[src/rtl/pack_probe_pkg.sv]
package pack_probe_pkg;

  typedef enum logic [2:0] {
    PS_IDLE     = 3'd0,
    PS_DISCH    = 3'd1,
    PS_CHRG     = 3'd2,
    PS_FLT_LOW  = 3'd3,
    PS_FLT_WAIT = 3'd4
  } pps_state_e;

endpackage

[src/rtl/probe_window.sv]
module probe_window #(
  parameter int WIN_TICKS = 8
) (
  input  logic clk,
  input  logic rst,
  input  logic run,
  input  logic tick,
  output logic win_end
);
  localparam int CW = (WIN_TICKS > 1) ? $clog2(WIN_TICKS) : 1;
  localparam logic [CW-1:0] LAST = CW'(WIN_TICKS - 1);

  logic [CW-1:0] cnt_q;

  // last tick of the window, seen in the cycle it arrives
  assign win_end = run && tick && (cnt_q == LAST);

  always_ff @(posedge clk) begin
    if (rst || !run || win_end) begin
      cnt_q <= '0;
    end else if (tick) begin
      cnt_q <= cnt_q + 1'b1;
    end
  end
endmodule

[src/rtl/probe_fsm.sv]
module probe_fsm
  import pack_probe_pkg::*;
(
  input  logic clk,
  input  logic rst,
  input  logic probe_req,
  input  logic tmo_fault,
  input  logic clr_req,
  input  logic bat_low,
  input  logic bat_above_rch,
  input  logic win_end,
  output logic win_run,
  output logic det_q,
  output logic pre_q,
  output logic flt_q,
  output logic hold_q,
  output logic pres_q,
  output logic abs_q
);
  pps_state_e state_q, state_d;
  logic       pres_d, abs_d;

  assign win_run = (state_q == PS_DISCH) || (state_q == PS_CHRG);

  always_comb begin
    state_d = state_q;
    pres_d  = 1'b0;
    abs_d   = 1'b0;
    if (clr_req) begin
      state_d = PS_IDLE;
    end else begin
      unique case (state_q)
        PS_IDLE: begin
          if (tmo_fault) begin
            state_d = bat_above_rch ? PS_FLT_WAIT : PS_FLT_LOW;
          end else if (probe_req) begin
            state_d = PS_DISCH;
          end
        end
        PS_DISCH: begin
          if (win_end) begin
            if (bat_low) begin
              state_d = PS_CHRG;
            end else begin
              state_d = PS_IDLE;
              pres_d  = 1'b1;
            end
          end
        end
        PS_CHRG: begin
          if (win_end) begin
            state_d = PS_IDLE;
            abs_d   = bat_above_rch;
            pres_d  = !bat_above_rch;
          end
        end
        PS_FLT_LOW: begin
          if (bat_above_rch) state_d = PS_FLT_WAIT;
        end
        PS_FLT_WAIT: begin
          if (!bat_above_rch) state_d = PS_DISCH;
        end
        default: state_d = PS_IDLE;
      endcase
    end
  end

  always_ff @(posedge clk) begin
    if (rst) begin
      state_q <= PS_IDLE;
      det_q   <= 1'b0;
      pre_q   <= 1'b0;
      flt_q   <= 1'b0;
      hold_q  <= 1'b0;
      pres_q  <= 1'b0;
      abs_q   <= 1'b0;
    end else begin
      state_q <= state_d;
      det_q   <= (state_d == PS_DISCH);
      pre_q   <= (state_d == PS_CHRG);
      flt_q   <= (state_d == PS_FLT_LOW);
      hold_q  <= (state_d == PS_FLT_LOW) || (state_d == PS_FLT_WAIT);
      pres_q  <= pres_d;
      abs_q   <= abs_d;
    end
  end
endmodule

[src/rtl/pack_probe_seq.sv]
module pack_probe_seq #(
  parameter int WIN_TICKS = 8
) (
  input  logic clk,
  input  logic rst,
  input  logic tick,
  input  logic probe_req,
  input  logic tmo_fault,
  input  logic clr_req,
  input  logic bat_low,
  input  logic bat_above_rch,
  output logic det_cur_req,
  output logic pre_cur_req,
  output logic flt_cur_req,
  output logic fault_hold,
  output logic present_pulse,
  output logic absent_pulse
);
  logic win_run;
  logic win_end;

  probe_window #(.WIN_TICKS(WIN_TICKS)) u_win (
    .clk     (clk),
    .rst     (rst),
    .run     (win_run),
    .tick    (tick),
    .win_end (win_end)
  );

  probe_fsm u_fsm (
    .clk           (clk),
    .rst           (rst),
    .probe_req     (probe_req),
    .tmo_fault     (tmo_fault),
    .clr_req       (clr_req),
    .bat_low       (bat_low),
    .bat_above_rch (bat_above_rch),
    .win_end       (win_end),
    .win_run       (win_run),
    .det_q         (det_cur_req),
    .pre_q         (pre_cur_req),
    .flt_q         (flt_cur_req),
    .hold_q        (fault_hold),
    .pres_q        (present_pulse),
    .abs_q         (absent_pulse)
  );
endmodule

[config.mk]
export PLATFORM = sky130hd
export DESIGN_NAME = pack_probe_seq
export DESIGN_NICKNAME = d
export VERILOG_FILES = /design/src/rtl/pack_probe_pkg.sv /design/src/rtl/probe_window.sv /design/src/rtl/probe_fsm.sv /design/src/rtl/pack_probe_seq.sv
export SDC_FILE = /design/constraint.sdc
export NUM_CORES = 1
export LEC_CHECK = 0
export BUFFER_PORTS_ARGS = -buffer_cell sky130_fd_sc_hd__buf_2
export CORE_AREA = 2 2 39 41
export CTS_BUF_LIST = sky130_fd_sc_hd__clkbuf_4
export CTS_CLUSTER_SIZE = 25
export DETAILED_ROUTE_END_ITERATION = 12
export DIE_AREA = 0 0 41 43
export GPL_TIMING_DRIVEN = 0
export PLACE_DENSITY = 0.71
export SYNTH_ARGS = -nofsm -noshare
export SYNTH_HDL_FRONTEND = slang
export SYNTH_HIERARCHICAL = 1
export SYNTH_SLANG_ARGS = --single-unit
[constraint.sdc]
create_clock -name clk -period 2.25 [get_ports clk]
set_input_delay 0.3375 -clock clk [delete_from_list [all_inputs] [get_ports clk]]
set_output_delay 0.3375 -clock clk [all_outputs]
set_load 0.005 [all_outputs]
# Word-level counts from Yosys, hierarchy flattened
# Index checks and enable logic that the tools add are counted.
# classes
add_sub_neg	1
eq_ne	9
muxes	14
n_bitwise	2
reduce_logical	11
# op_table
cell	count
$mux 3	8
$pmux 3 s5	1
$eq 3x2->1 const B	4
$eq 3x3->1 const B	3
$eq 3x1->1 const B	2
$logic_or 1x1->1	4
$reduce_or 4->1	1
$add 3x1->3 const B	1
$logic_not 3->1	1
$mux 1	3
$logic_and 1x1->1	2
$logic_not 1->1	2
$mux 2	1
$not 1->1	2
$pmux 1 s2	1
$reduce_or 2->1	1
# totals
reg_bits	12
in_bits	8

# Logic depth before layout (Yosys ltp)
# Gate-level depths: netlist of run 1.
# logic_depth
word_depth	9
depth_mapped	8

# Cells and area by module
# Netlist of run 1, hierarchy kept.
# by_module_without_submodules
mod	instances	cells_per_inst	area_each_um2	seq_area_each_um2
probe_fsm	1	39	379.1	180.2
probe_window	1	16	158.9	60.1

# Worst setup path before layout of run 1
# No wires, ideal clock.
# synth_timing
kind	register to register
start	register u_fsm.state_q[0]
end	register u_fsm.pre_q
setup_time_ns	0.060
arrival_time_ns	1.662
setup_slack_ns	0.528
stages_incl_launch_ff	9
path_buffers	0
cell_sequence	dfxtp_1 nand2b_1 a21oi_1 and3_1 nand2_1 mux4_2 nand2b_4 inv_2 and2_1
# synth_between
elab_chain_len	8
elab_cells_between_ends	17
classes_between	eq/ne (5); mux (8); reduce/logical (4)
# synth_rtl
item	line_no	rtl
from (decl)	probe_fsm.sv:20	pps_state_e state_q, state_d;
from (signal assigned)	probe_fsm.sv:78	state_q <= state_d;
$eq 3x1->1 / $eq 3x2->1 (equally long branches)	probe_fsm.sv:23	assign win_run = (state_q == PS_DISCH) || (state_q == PS_CHRG);
$logic_or 1x1->1 *	probe_fsm.sv:23	
net win_run	pack_probe_seq.sv:19	logic win_run;
$logic_and 1x1->1 * (2 in a row)	probe_window.sv:16	assign win_end = run && tick && (cnt_q == LAST);
net win_end	pack_probe_seq.sv:20	logic win_end;
$mux 3 (on tied branches)	probe_fsm.sv:51, probe_fsm.sv:41	
$pmux 3 s5 *	probe_fsm.sv:32	unique case (state_q)
$mux 3 *	probe_fsm.sv:29	if (clr_req) begin
$eq 3x2->1 *	probe_fsm.sv:80	pre_q <= (state_d == PS_CHRG);
to (signal assigned)	probe_fsm.sv:80	
to (decl)	probe_fsm.sv:14	output logic pre_q,
# The timed path passes the listed nets; every way through them passes the cells marked *.
# A chain may end at the register's enable or synchronous reset.

# Worst setup path in the final report of run 1
# layout_timing
start	register u_fsm.state_q[0]
end	register u_fsm.hold_q
# layout_between
elab_chain_len	9
elab_cells_between_ends	19
classes_between	eq/ne (6); mux (8); reduce/logical (5)
# layout_rtl
item	line_no	rtl
$eq 3x1->1 / $eq 3x2->1 (equally long branches)	probe_fsm.sv:23	
$logic_or 1x1->1 *	probe_fsm.sv:23	
net win_run	pack_probe_seq.sv:19	
$logic_and 1x1->1 * (2 in a row)	probe_window.sv:16	
net win_end	pack_probe_seq.sv:20	
$mux 3 (on tied branches)	probe_fsm.sv:51, probe_fsm.sv:41	
$pmux 3 s5 *	probe_fsm.sv:32	
$mux 3 *	probe_fsm.sv:29	
$eq 3x2->1 / $eq 3x3->1 (equally long branches)	probe_fsm.sv:82	hold_q <= (state_d == PS_FLT_LOW) || (state_d == PS_FLT_WAIT);
$logic_or 1x1->1 *	probe_fsm.sv:82	
to (signal assigned)	probe_fsm.sv:82	
to (decl)	probe_fsm.sv:16	output logic hold_q,
# Marked as above.

==> impl_table.tex, run 1 <==
\begin{tabular}{lr}
\hline
Metric & Value \\
\hline
\multicolumn{2}{l}{\textbf{STA}} \\
\quad Accumulated negative setup slack & 0 ps \\
\quad Crit share post-route & a little under nine tenths \\
\quad Final setup violation count & 0 \\
\quad Hold slack final & 294 ps \\
\quad Final critical-path required period & approximately 1900 ps \\
\quad Slew @ Worst Pin & $\sim$450 ps \\
\quad Final hold violation count & 0 \\
\quad Setup repair after global routing missed its margin & no \\
\quad Slew margin rel. & a little over two thirds \\
\quad Worst clock skew & around 1.1 ps \\
\quad Maximum clock frequency & 0.516 GHz \\
\quad Max Transition Viols Final & 0 \\
\multicolumn{2}{l}{\textbf{Drt}} \\
\quad Total Routed Length & 953 um \\
\quad Topmost layer with routed signal wires & met4 \\
\quad Met1 Routed Length & roughly 500 um \\
\quad Number of violations reported at the end of detailed-routing iteration 0 & 13 \\
\quad Vias per cell & roughly 5.1 \\
\quad DRC violations left & 0 \\
\quad Total length of routed met3 wires & roughly 51 um \\
\quad Routed wire length per instance & 10.8 um \\
\quad DRT antenna net count & 0 \\
\quad Met2 wire length & around 370 um \\
\quad Vias post-DR & between 400 and 500 \\
\quad First-pass DRT Iterations & 4 \\
\multicolumn{2}{l}{\textbf{Clock tree}} \\
\quad TritonCTS Buffers & 3 \\
\quad Number of buffers inserted by post-CTS setup repair & 0 \\
\quad CTS Root Buffer Type & sky130\_fd\_sc\_hd\_\_clkbuf\_4 \\
\quad \# clock sinks & 12 \\
\quad Number of gates resized after cts & 0 \\
\quad Maximum buffer depth of the clock tree & 2 \\
\quad Clk slew on worst S/H paths & 70 ps \\
\quad Count of H-tree levels built during CTS & 1 \\
\quad Number of buffers inserted for hold repair after clock tree synthesis & 0 \\
\quad Clk Latency, worst-skew pair & around 270 ps \\
\quad TritonCTS clock tree & yes \\
\multicolumn{2}{l}{\textbf{Critical path}} \\
\quad CP Data Arrival Time & between 2000 and 2500 ps \\
\quad Kind of start point of the critical path & flop \\
\quad Critical path peak fanout & 6 \\
\quad Worst Reg-to-Reg Cells & 7 \\
\quad Origin of the critical flop-to-flop path & u\_fsm/state\_q[0] \\
\quad Required time of the critical path & roughly 2400 ps \\
\quad Endpoint of the most critical register-to-register path & u\_fsm/hold\_q \\
\quad Worst Setup Path Type & flop to flop \\
\quad Worst setup slack for register-to-register paths & approximately 310 ps \\
\quad Endpoint type of the worst setup path & flop \\
\multicolumn{2}{l}{\textbf{Hold path}} \\
\quad Launch point of the worst hold path & clr\_req \\
\quad Worst hold path stage count & 2 \\
\quad End point of the most critical hold path & u\_fsm/state\_q[2] \\
\quad Hold Path Class & primary input to flop \\
\multicolumn{2}{l}{\textbf{Synth}} \\
\quad Synth Instances & 55 \\
\quad Part of the Yosys area used for sequential elements & roughly 45\% \\
\quad Number of synthesized register bits & 12 \\
\quad Synthesis warning total & 6 \\
\quad Post-Syn Nets & 65 \\
\quad Count of cell types in the netlist & 25 \\
\quad Synthesized area & $\sim$540 um2 \\
\quad Mean instance size in the synthesized netlist & 9.78 um2 \\
\multicolumn{2}{l}{\textbf{Power}} \\
\quad Pleak & between 0.0002 and 0.0003 uW \\
\quad Power density over the cells & 621 nW/um2 \\
\quad VDD IR-drop max & 358 uV \\
\multicolumn{2}{l}{\textbf{Placed design}} \\
\quad GP Congestion & about 0.71 \\
\quad DPL Wire Length & between 700 and 800 um \\
\quad Port Buffer Count & 13 \\
\multicolumn{2}{l}{\textbf{Die}} \\
\quad Die boundary height & between 40 and 50 um \\
\quad Placeable Area & roughly 1400 um2 \\
\quad Initial core utilization & 38.9\% \\
\quad Total number of placement rows & 14 \\
\quad Die area & between 1500 and 2000 um2 \\
\quad Die X & between 40 and 50 um \\
\quad Number of primary I/O pins & 14 \\
\multicolumn{2}{l}{\textbf{Finish}} \\
\quad Post-layout util & 46.9\% \\
\quad Fill count & approximately 140 \\
\quad Ant. Diodes & 0 \\
\quad Share of cells above drive strength 1 & a little under a third \\
\quad Syn-to-layout area delta & 20.7\% \\
\quad Number of nets in the finished design & just over 80 \\
\multicolumn{2}{l}{\textbf{Global routing}} \\
\quad Vias in the first global route & between 400 and 500 \\
\quad GR Util All Layers & between 10\% and 20\% \\
\quad Maximum number of pins on one net before global-route repair & 8 \\
\quad Gr ovfl total & 0 \\
\quad Number of antenna violations at the first check in global routing & 0 \\
\quad Wire length of the first global-routing pass & 1610 um \\
\multicolumn{2}{l}{\textbf{Run status}} \\
\quad Run status & complete, no violations \\
\multicolumn{2}{l}{\textbf{Run}} \\
\quad Maximum Capacitance Violations & 0 \\
\hline
\end{tabular}
flip-flops by register name, indices dropped and copies added, names as in the netlist:
name	count
u_fsm/abs_q	1
u_fsm/det_q	1
u_fsm/flt_q	1
u_fsm/hold_q	1
u_fsm/pre_q	1
u_fsm/pres_q	1
u_fsm/state_q	3
u_win/cnt_q	3
how the worst max path moves through the flow:
stage,from,end,depth (start not counted)
floorplan,u_fsm/state_q[0],u_fsm/pre_q,8
global placement,u_fsm/state_q[0],u_fsm/hold_q,7
detailed placement,u_fsm/state_q[0],u_fsm/hold_q,7
CTS,u_fsm/state_q[1],u_fsm/hold_q,7
global route,u_fsm/state_q[1],u_fsm/hold_q,7
finish,u_fsm/state_q[0],u_fsm/hold_q,7
metrics by stage:
stage | setup WS, ps | power (uW) | cell area, um2 | cells
finish | 311 | 403 | 649 | 88
global route | 224 | 425 | 649 | 88
CTS | 326 | 408 | 649 | 88
detailed placement | 341 | 275 | 623 | 84
global placement | 373 | 274 | 623 | 84
floorplan | 528 | 256 | 538 | 55
cells in the mapped netlist:
master	number	area share, %
sky130_fd_sc_hd__inv_2	1	0.70
sky130_fd_sc_hd__nand2b_1	8	9.3
sky130_fd_sc_hd__and2_1	1	1.2
sky130_fd_sc_hd__nand2b_4	1	2.6
sky130_fd_sc_hd__a21bo_2	1	1.9
sky130_fd_sc_hd__dfxtp_1	12	45
sky130_fd_sc_hd__o311a_1	1	1.9
sky130_fd_sc_hd__o21ai_0	1	0.93
sky130_fd_sc_hd__mux4_2	1	4.2
sky130_fd_sc_hd__nor3_2	1	1.9
sky130_fd_sc_hd__a21oi_2	1	1.6
sky130_fd_sc_hd__nor2b_1	1	1.2
sky130_fd_sc_hd__nor2_1	4	2.8
sky130_fd_sc_hd__nor3_1	3	2.8
sky130_fd_sc_hd__ha_1	2	4.7
sky130_fd_sc_hd__or3b_1	1	1.6
sky130_fd_sc_hd__o32ai_1	1	1.6
sky130_fd_sc_hd__o21ai_1	1	0.93
sky130_fd_sc_hd__o22a_2	1	1.9
sky130_fd_sc_hd__nor4_1	1	1.2
sky130_fd_sc_hd__a31oi_1	1	1.2
sky130_fd_sc_hd__a21oi_1	3	2.8
sky130_fd_sc_hd__nand3b_1	2	2.8
sky130_fd_sc_hd__nand2_1	4	2.8
sky130_fd_sc_hd__and3_1	1	1.2
placed cells by master, fill, tap and decap left out, drive strengths merged:
cell and count:
nand2b 9, mux4 1, buf 13, and2 1, and3 1, nor2b 1
nor3 4, nor4 1, clkinv 1, dfxtp 12, a31oi 1, clkbuf 3
o21ai 2, nor2 4, nand2 4, inv 1, o32ai 1, or3b 1
nand3b 2, ha 2, o311a 1, a21oi 4, a21bo 1, o22a 1
per-layer routing:
layer	global-route usage, %	vias up
li1	-	233
met1	16.9	199
met2	18.8	10
met3	4.71	4
met4	12.0	0
met5	0	-
layout make-up:
class / count / area [um2] / share of cell area, %
Multi-Input combinational cell: 42 / 294 / 45.3
Clock inverter: 1 / 3.75 / 0.578
Sequential cell: 12 / 240 / 37.0
Inverter: 1 / 3.75 / 0.578
Timing Repair Buffer: 13 / 65.1 / 10.0
Tap cell: 16 / 20.0 / 3.08
Clock buffer: 3 / 22.5 / 3.47
kinds of logic (layout without fill, tap and decap cells):
logic type | Yosys count | count (layout) | share of synthesized area (%)
buffers and inverters | 1 | 18 | 0.697
adder cells (fa/ha/maj) | 2 | 2 | 4.65
AO/OA/AOI/OAI | 11 | 11 | 14.7
multiplexers | 1 | 1 | 4.19
AND/OR/NAND/NOR | 28 | 28 | 31.2
flip-flops | 12 | 12 | 44.7
power by group:
part / total [uW] / switching (uW) / internal, uW
Clock: 133 / 68.7 / 64.2
Sequential: 223 / 4.95 / 218
Combinational: 47.3 / 23.7 / 23.6
Total: 403 / 97.3 / 306
critical path: stages (launching register included):
cell,delay [ps]
sky130_fd_sc_hd__dfxtp_1,370
sky130_fd_sc_hd__nand2b_1,180
sky130_fd_sc_hd__a21oi_1,200
sky130_fd_sc_hd__and3_1,250
sky130_fd_sc_hd__nand2_1,60
sky130_fd_sc_hd__mux4_2,470
sky130_fd_sc_hd__nand2b_4,170
sky130_fd_sc_hd__o32ai_1,140
(Power assumes the default switching activity.)
==> inputs of run 2 (changes only) <==
Settings changed: ABC_AREA set to 1, PLACE_DENSITY 0.71 to 0.77.
==> impl_table.tex, run 2 <==
\begin{tabular}{lr}
\hline
Metric & Value \\
\hline
\multicolumn{2}{l}{\textbf{Run status}} \\
\quad Run status & complete, no violations \\
\multicolumn{2}{l}{\textbf{Synth}} \\
\quad Dominant synthesized flop cell & sky130\_fd\_sc\_hd\_\_dfxtp\_1 \\
\quad Async set-reset flop share out of synthesis & 0\% (unchanged) \\
\quad Synth Instances & 94 (+71\%) \\
\quad Number of synthesized register bits & 12 (unchanged) \\
\quad Synth top area share & 39.3\% (-5.3 points) \\
\quad Part of the Yosys area used for sequential elements & 39.3\% (-5.3 points) \\
\quad Top cells by count, synth & 22 x sky130\_fd\_sc\_hd\_\_nand2\_1, 22 x sky130\_fd\_sc\_hd\_\_nor2\_1, 13 x sky130\_fd\_sc\_hd\_\_inv\_1 \\
\quad Mean instance size in the synthesized netlist & 6.50 um2 (-34\%) \\
\quad Number of flops mapped to enable cells by yosys & 0 (unchanged) \\
\quad Post-Syn Nets & 104 (+60\%) \\
\quad Synthesized area & 611 um2 (+13\%) \\
\quad Biggest area consumer among synthesized cells & sky130\_fd\_sc\_hd\_\_dfxtp\_1 \\
\quad Synthesis warning total & 6 (unchanged) \\
\quad Count of cell types in the netlist & 16 (-36\%) \\
\quad Area contributors post-synth & sky130\_fd\_sc\_hd\_\_dfxtp\_1 39\%, sky130\_fd\_sc\_hd\_\_nand2\_1 14\%, sky130\_fd\_sc\_hd\_\_nor2\_1 14\% \\
\multicolumn{2}{l}{\textbf{Critical path}} \\
\quad Slowest stage delay, CP & 430 ps (-40 ps) \\
\quad Cell occurring most often along the worst timing path & sky130\_fd\_sc\_hd\_\_nor2\_1 \\
\quad Worst Setup Path Type & flop to flop \\
\quad Endpoint type of the worst setup path & flop \\
\quad Critical path peak fanout & 6 (unchanged) \\
\quad Required time of the critical path & 2460 ps (+40 ps) \\
\quad Ordered cell list for the critical path & inv\_2 > nand2\_2 > inv\_1 > nor2\_1 > inv\_1 > nor2\_1 > nand2\_1 > nor2\_1 > nor2\_1 > nand2\_1 > nand3\_2 > o21ai\_1 \\
\quad CP Data Arrival Time & 1790 ps (-320 ps) \\
\quad Kind of start point of the critical path & flop \\
\quad Slowest cell on the critical path & sky130\_fd\_sc\_hd\_\_dfxtp\_1 \\
\multicolumn{2}{l}{\textbf{Finish}} \\
\quad Post-Layout Cell Count & 127 (+44\%) \\
\quad Fill count & 156 (+15\%) \\
\quad Most used cells in the layout excluding fill and tap cells & 22 x sky130\_fd\_sc\_hd\_\_nand2\_1, 22 x sky130\_fd\_sc\_hd\_\_nor2\_1, 13 x sky130\_fd\_sc\_hd\_\_buf\_2, 13 x sky130\_fd\_sc\_hd\_\_inv\_1, 12 x sky130\_fd\_sc\_hd\_\_dfxtp\_1 \\
\quad Ant. Diodes & 0 (unchanged) \\
\quad Share of cells above drive strength 1 & 22.5\% (-9.4 points) \\
\quad Number of nets in the finished design & 122 (+47\%) \\
\quad Regs by FF count & u\_fsm/state\_q x3, u\_win/cnt\_q x3 \\
\quad Syn-to-layout area delta & 18.2\% \\
\multicolumn{2}{l}{\textbf{Drt}} \\
\quad First-pass DRT Iterations & 4 (unchanged) \\
\quad DRT antenna net count & 0 (unchanged) \\
\quad DRC violations left & 0 (unchanged) \\
\quad Total length of routed met3 wires & 81 um (+59\%) \\
\quad Topmost layer with routed signal wires & met3 \\
\quad Vias post-DR & 603 (+35\%) \\
\quad Number of violations reported at the end of detailed-routing iteration 0 & 8 (-5) \\
\quad Vias per cell & 4.75 (-6.3\%) \\
\quad Routed wire length per instance & 8.75 um (-19\%) \\
\quad Met1 Routed Length & 472 um (-5.0\%) \\
\quad Met2 wire length & 557 um (+53\%) \\
\quad Total Routed Length & 1110 um (+17\%) \\
\multicolumn{2}{l}{\textbf{STA}} \\
\quad Crit share post-route & 70.3\% (-16 points) \\
\quad Final critical-path required period & 1580 ps (-358 ps) \\
\quad Maximum clock frequency & 0.633 GHz (+23\%) \\
\quad Accumulated negative setup slack & 0 ps (unchanged) \\
\quad Slack of the critical path & 669 ps (+358 ps) \\
\quad Slew margin rel. & 82.7\% (+13 points) \\
\quad Setup repair after global routing missed its margin & no \\
\quad Slew @ Worst Pin & 259 ps (-193 ps) \\
\quad Final hold violation count & 0 (unchanged) \\
\quad Worst clock skew & 0.765 ps (-0.335 ps) \\
\quad Final setup violation count & 0 (unchanged) \\
\quad Max Transition Viols Final & 0 (unchanged) \\
\multicolumn{2}{l}{\textbf{Power}} \\
\quad VDD IR-drop max & 459 uV (+28\%) \\
\quad Design Power & 416 uW (+3.2\%) \\
\quad Pleak & 0.000392 uW (+41\%) \\
\quad Power density over the cells & 576 nW/um2 (-7.2\%) \\
\multicolumn{2}{l}{\textbf{Global routing}} \\
\quad Vias in the first global route & 511 (+26\%) \\
\quad Number of antenna violations at the first check in global routing & 0 (unchanged) \\
\quad GR Util All Layers & 16.4\% (+2.4 points) \\
\quad Maximum number of pins on one net before global-route repair & 8 (unchanged) \\
\quad Wire length of the first global-routing pass & 1920 um (+19\%) \\
\quad Gr ovfl total & 0 (unchanged) \\
\multicolumn{2}{l}{\textbf{Die}} \\
\quad Die X & 41 um (unchanged) \\
\quad Die boundary height & 43 um (unchanged) \\
\quad Initial core utilization & 44.1\% (+5.2 points) \\
\quad Number of primary I/O pins & 14 (unchanged) \\
\quad Placeable Area & 1380 um2 (unchanged) \\
\quad Total number of placement rows & 14 (unchanged) \\
\quad Die area & 1760 um2 (unchanged) \\
\multicolumn{2}{l}{\textbf{Placed design}} \\
\quad DPL Wire Length & 899 um (+22\%) \\
\quad Placed insts & 123 (+46\%) \\
\quad Setup Slack @ Placement & 711 ps (+369 ps) \\
\quad Port Buffer Count & 13 (unchanged) \\
\quad GP Congestion & 0.843 (+18\%) \\
\multicolumn{2}{l}{\textbf{Clock tree}} \\
\quad Number of gates resized after cts & 0 (unchanged) \\
\quad TritonCTS Buffers & 3 (unchanged) \\
\quad \# clock sinks & 12 (unchanged) \\
\quad Number of buffers inserted by post-CTS setup repair & 0 (unchanged) \\
\quad TritonCTS clock tree & yes \\
\quad Clk slew on worst S/H paths & 70 ps (about the same) \\
\quad Count of H-tree levels built during CTS & 1 (unchanged) \\
\quad Maximum buffer depth of the clock tree & 2 (unchanged) \\
\quad Number of buffers inserted for hold repair after clock tree synthesis & 0 (unchanged) \\
\quad Clk Latency, worst-skew pair & 270 ps (about the same) \\
\quad CTS Root Buffer Type & sky130\_fd\_sc\_hd\_\_clkbuf\_4 \\
\multicolumn{2}{l}{\textbf{Run}} \\
\quad Maximum Capacitance Violations & 0 (unchanged) \\
\multicolumn{2}{l}{\textbf{Hold path}} \\
\quad Hold Path Class & primary input to flop \\
\hline
\end{tabular}
## run 2: changes by cell type in the layout (fill, tap and decap cells not counted), sizes merged, moves of 2 or more
cell    before  now
nand3b       2    0
a21oi        4    2
inv          1   17
nand3        0    8
nor2         4   22
nand2b       9    0
nor3         4    0
nand2        4   24
## run 2: cell families (layout without fill, tap and decap cells)
kind of cell / after synthesis / count (layout) / synth area share [%]
AND/OR/NAND/NOR: 56 / 56 / 40.2
AO/OA/AOI/OAI: 6 / 6 / 5.33
adder cells (fa/ha/maj): 2 / 2 / 4.10
buffers and inverters: 18 / 35 / 11.1
flip-flops: 12 / 12 / 39.3
## run 2: report_power, final
| group | internal, uW | switching, uW |
|---|---|---|
| registers | 219 | 5.22 |
| clock network | 64.1 | 66.7 |
| logic | 22.7 | 38.4 |
| total | 306 | 110 |
## run 2: metrics by stage
step	hold WS [ps]	cell area [um2]	util [%]
global route	370	722	52.2
CTS	340	722	52.2
floorplan	500	611	-
finish	359	722	52.2
global placement	526	696	50.3
detailed placement	537	696	50.3
## run 2: area by class of cell
cell class	instances	area [um2]	share of cell area (%)
Multi-Input combinational cell	64	303	41.9
Sequential cell	12	240	33.3
Inverter	18	67.6	9.36
Timing Repair Buffer	13	65.1	9.01
Clock buffer	3	22.5	3.12
Tap cell	16	20.0	2.77
Clock inverter	1	3.75	0.520
## run 2: layer usage
metal  vias to the layer above  track usage (%)
li1                        321                -
met5                         -                0
met2                        14             26.6
met3                         0             9.42
met1                       268             17.4
met4                         0             4.00
## run 2: final timing paths
kind / startpoint / to / slack, ps / cells past startpoint
max: u_fsm/state_q[1] / u_fsm/hold_q / 670 / 12
max reg2reg: u_fsm/state_q[1] / u_fsm/hold_q / 670 / 12
min: bat_low / u_fsm/pres_q / 360 / 4
min reg2reg: u_win/cnt_q[0] / u_win/cnt_q[0] / 540 / 4
## run 2: critical path: cells and delay by family (launching register included)
family          cells  cell delay, ps
compound gates      1             130
buf+inv             3             170
flops               1             430
simple gates        8             790
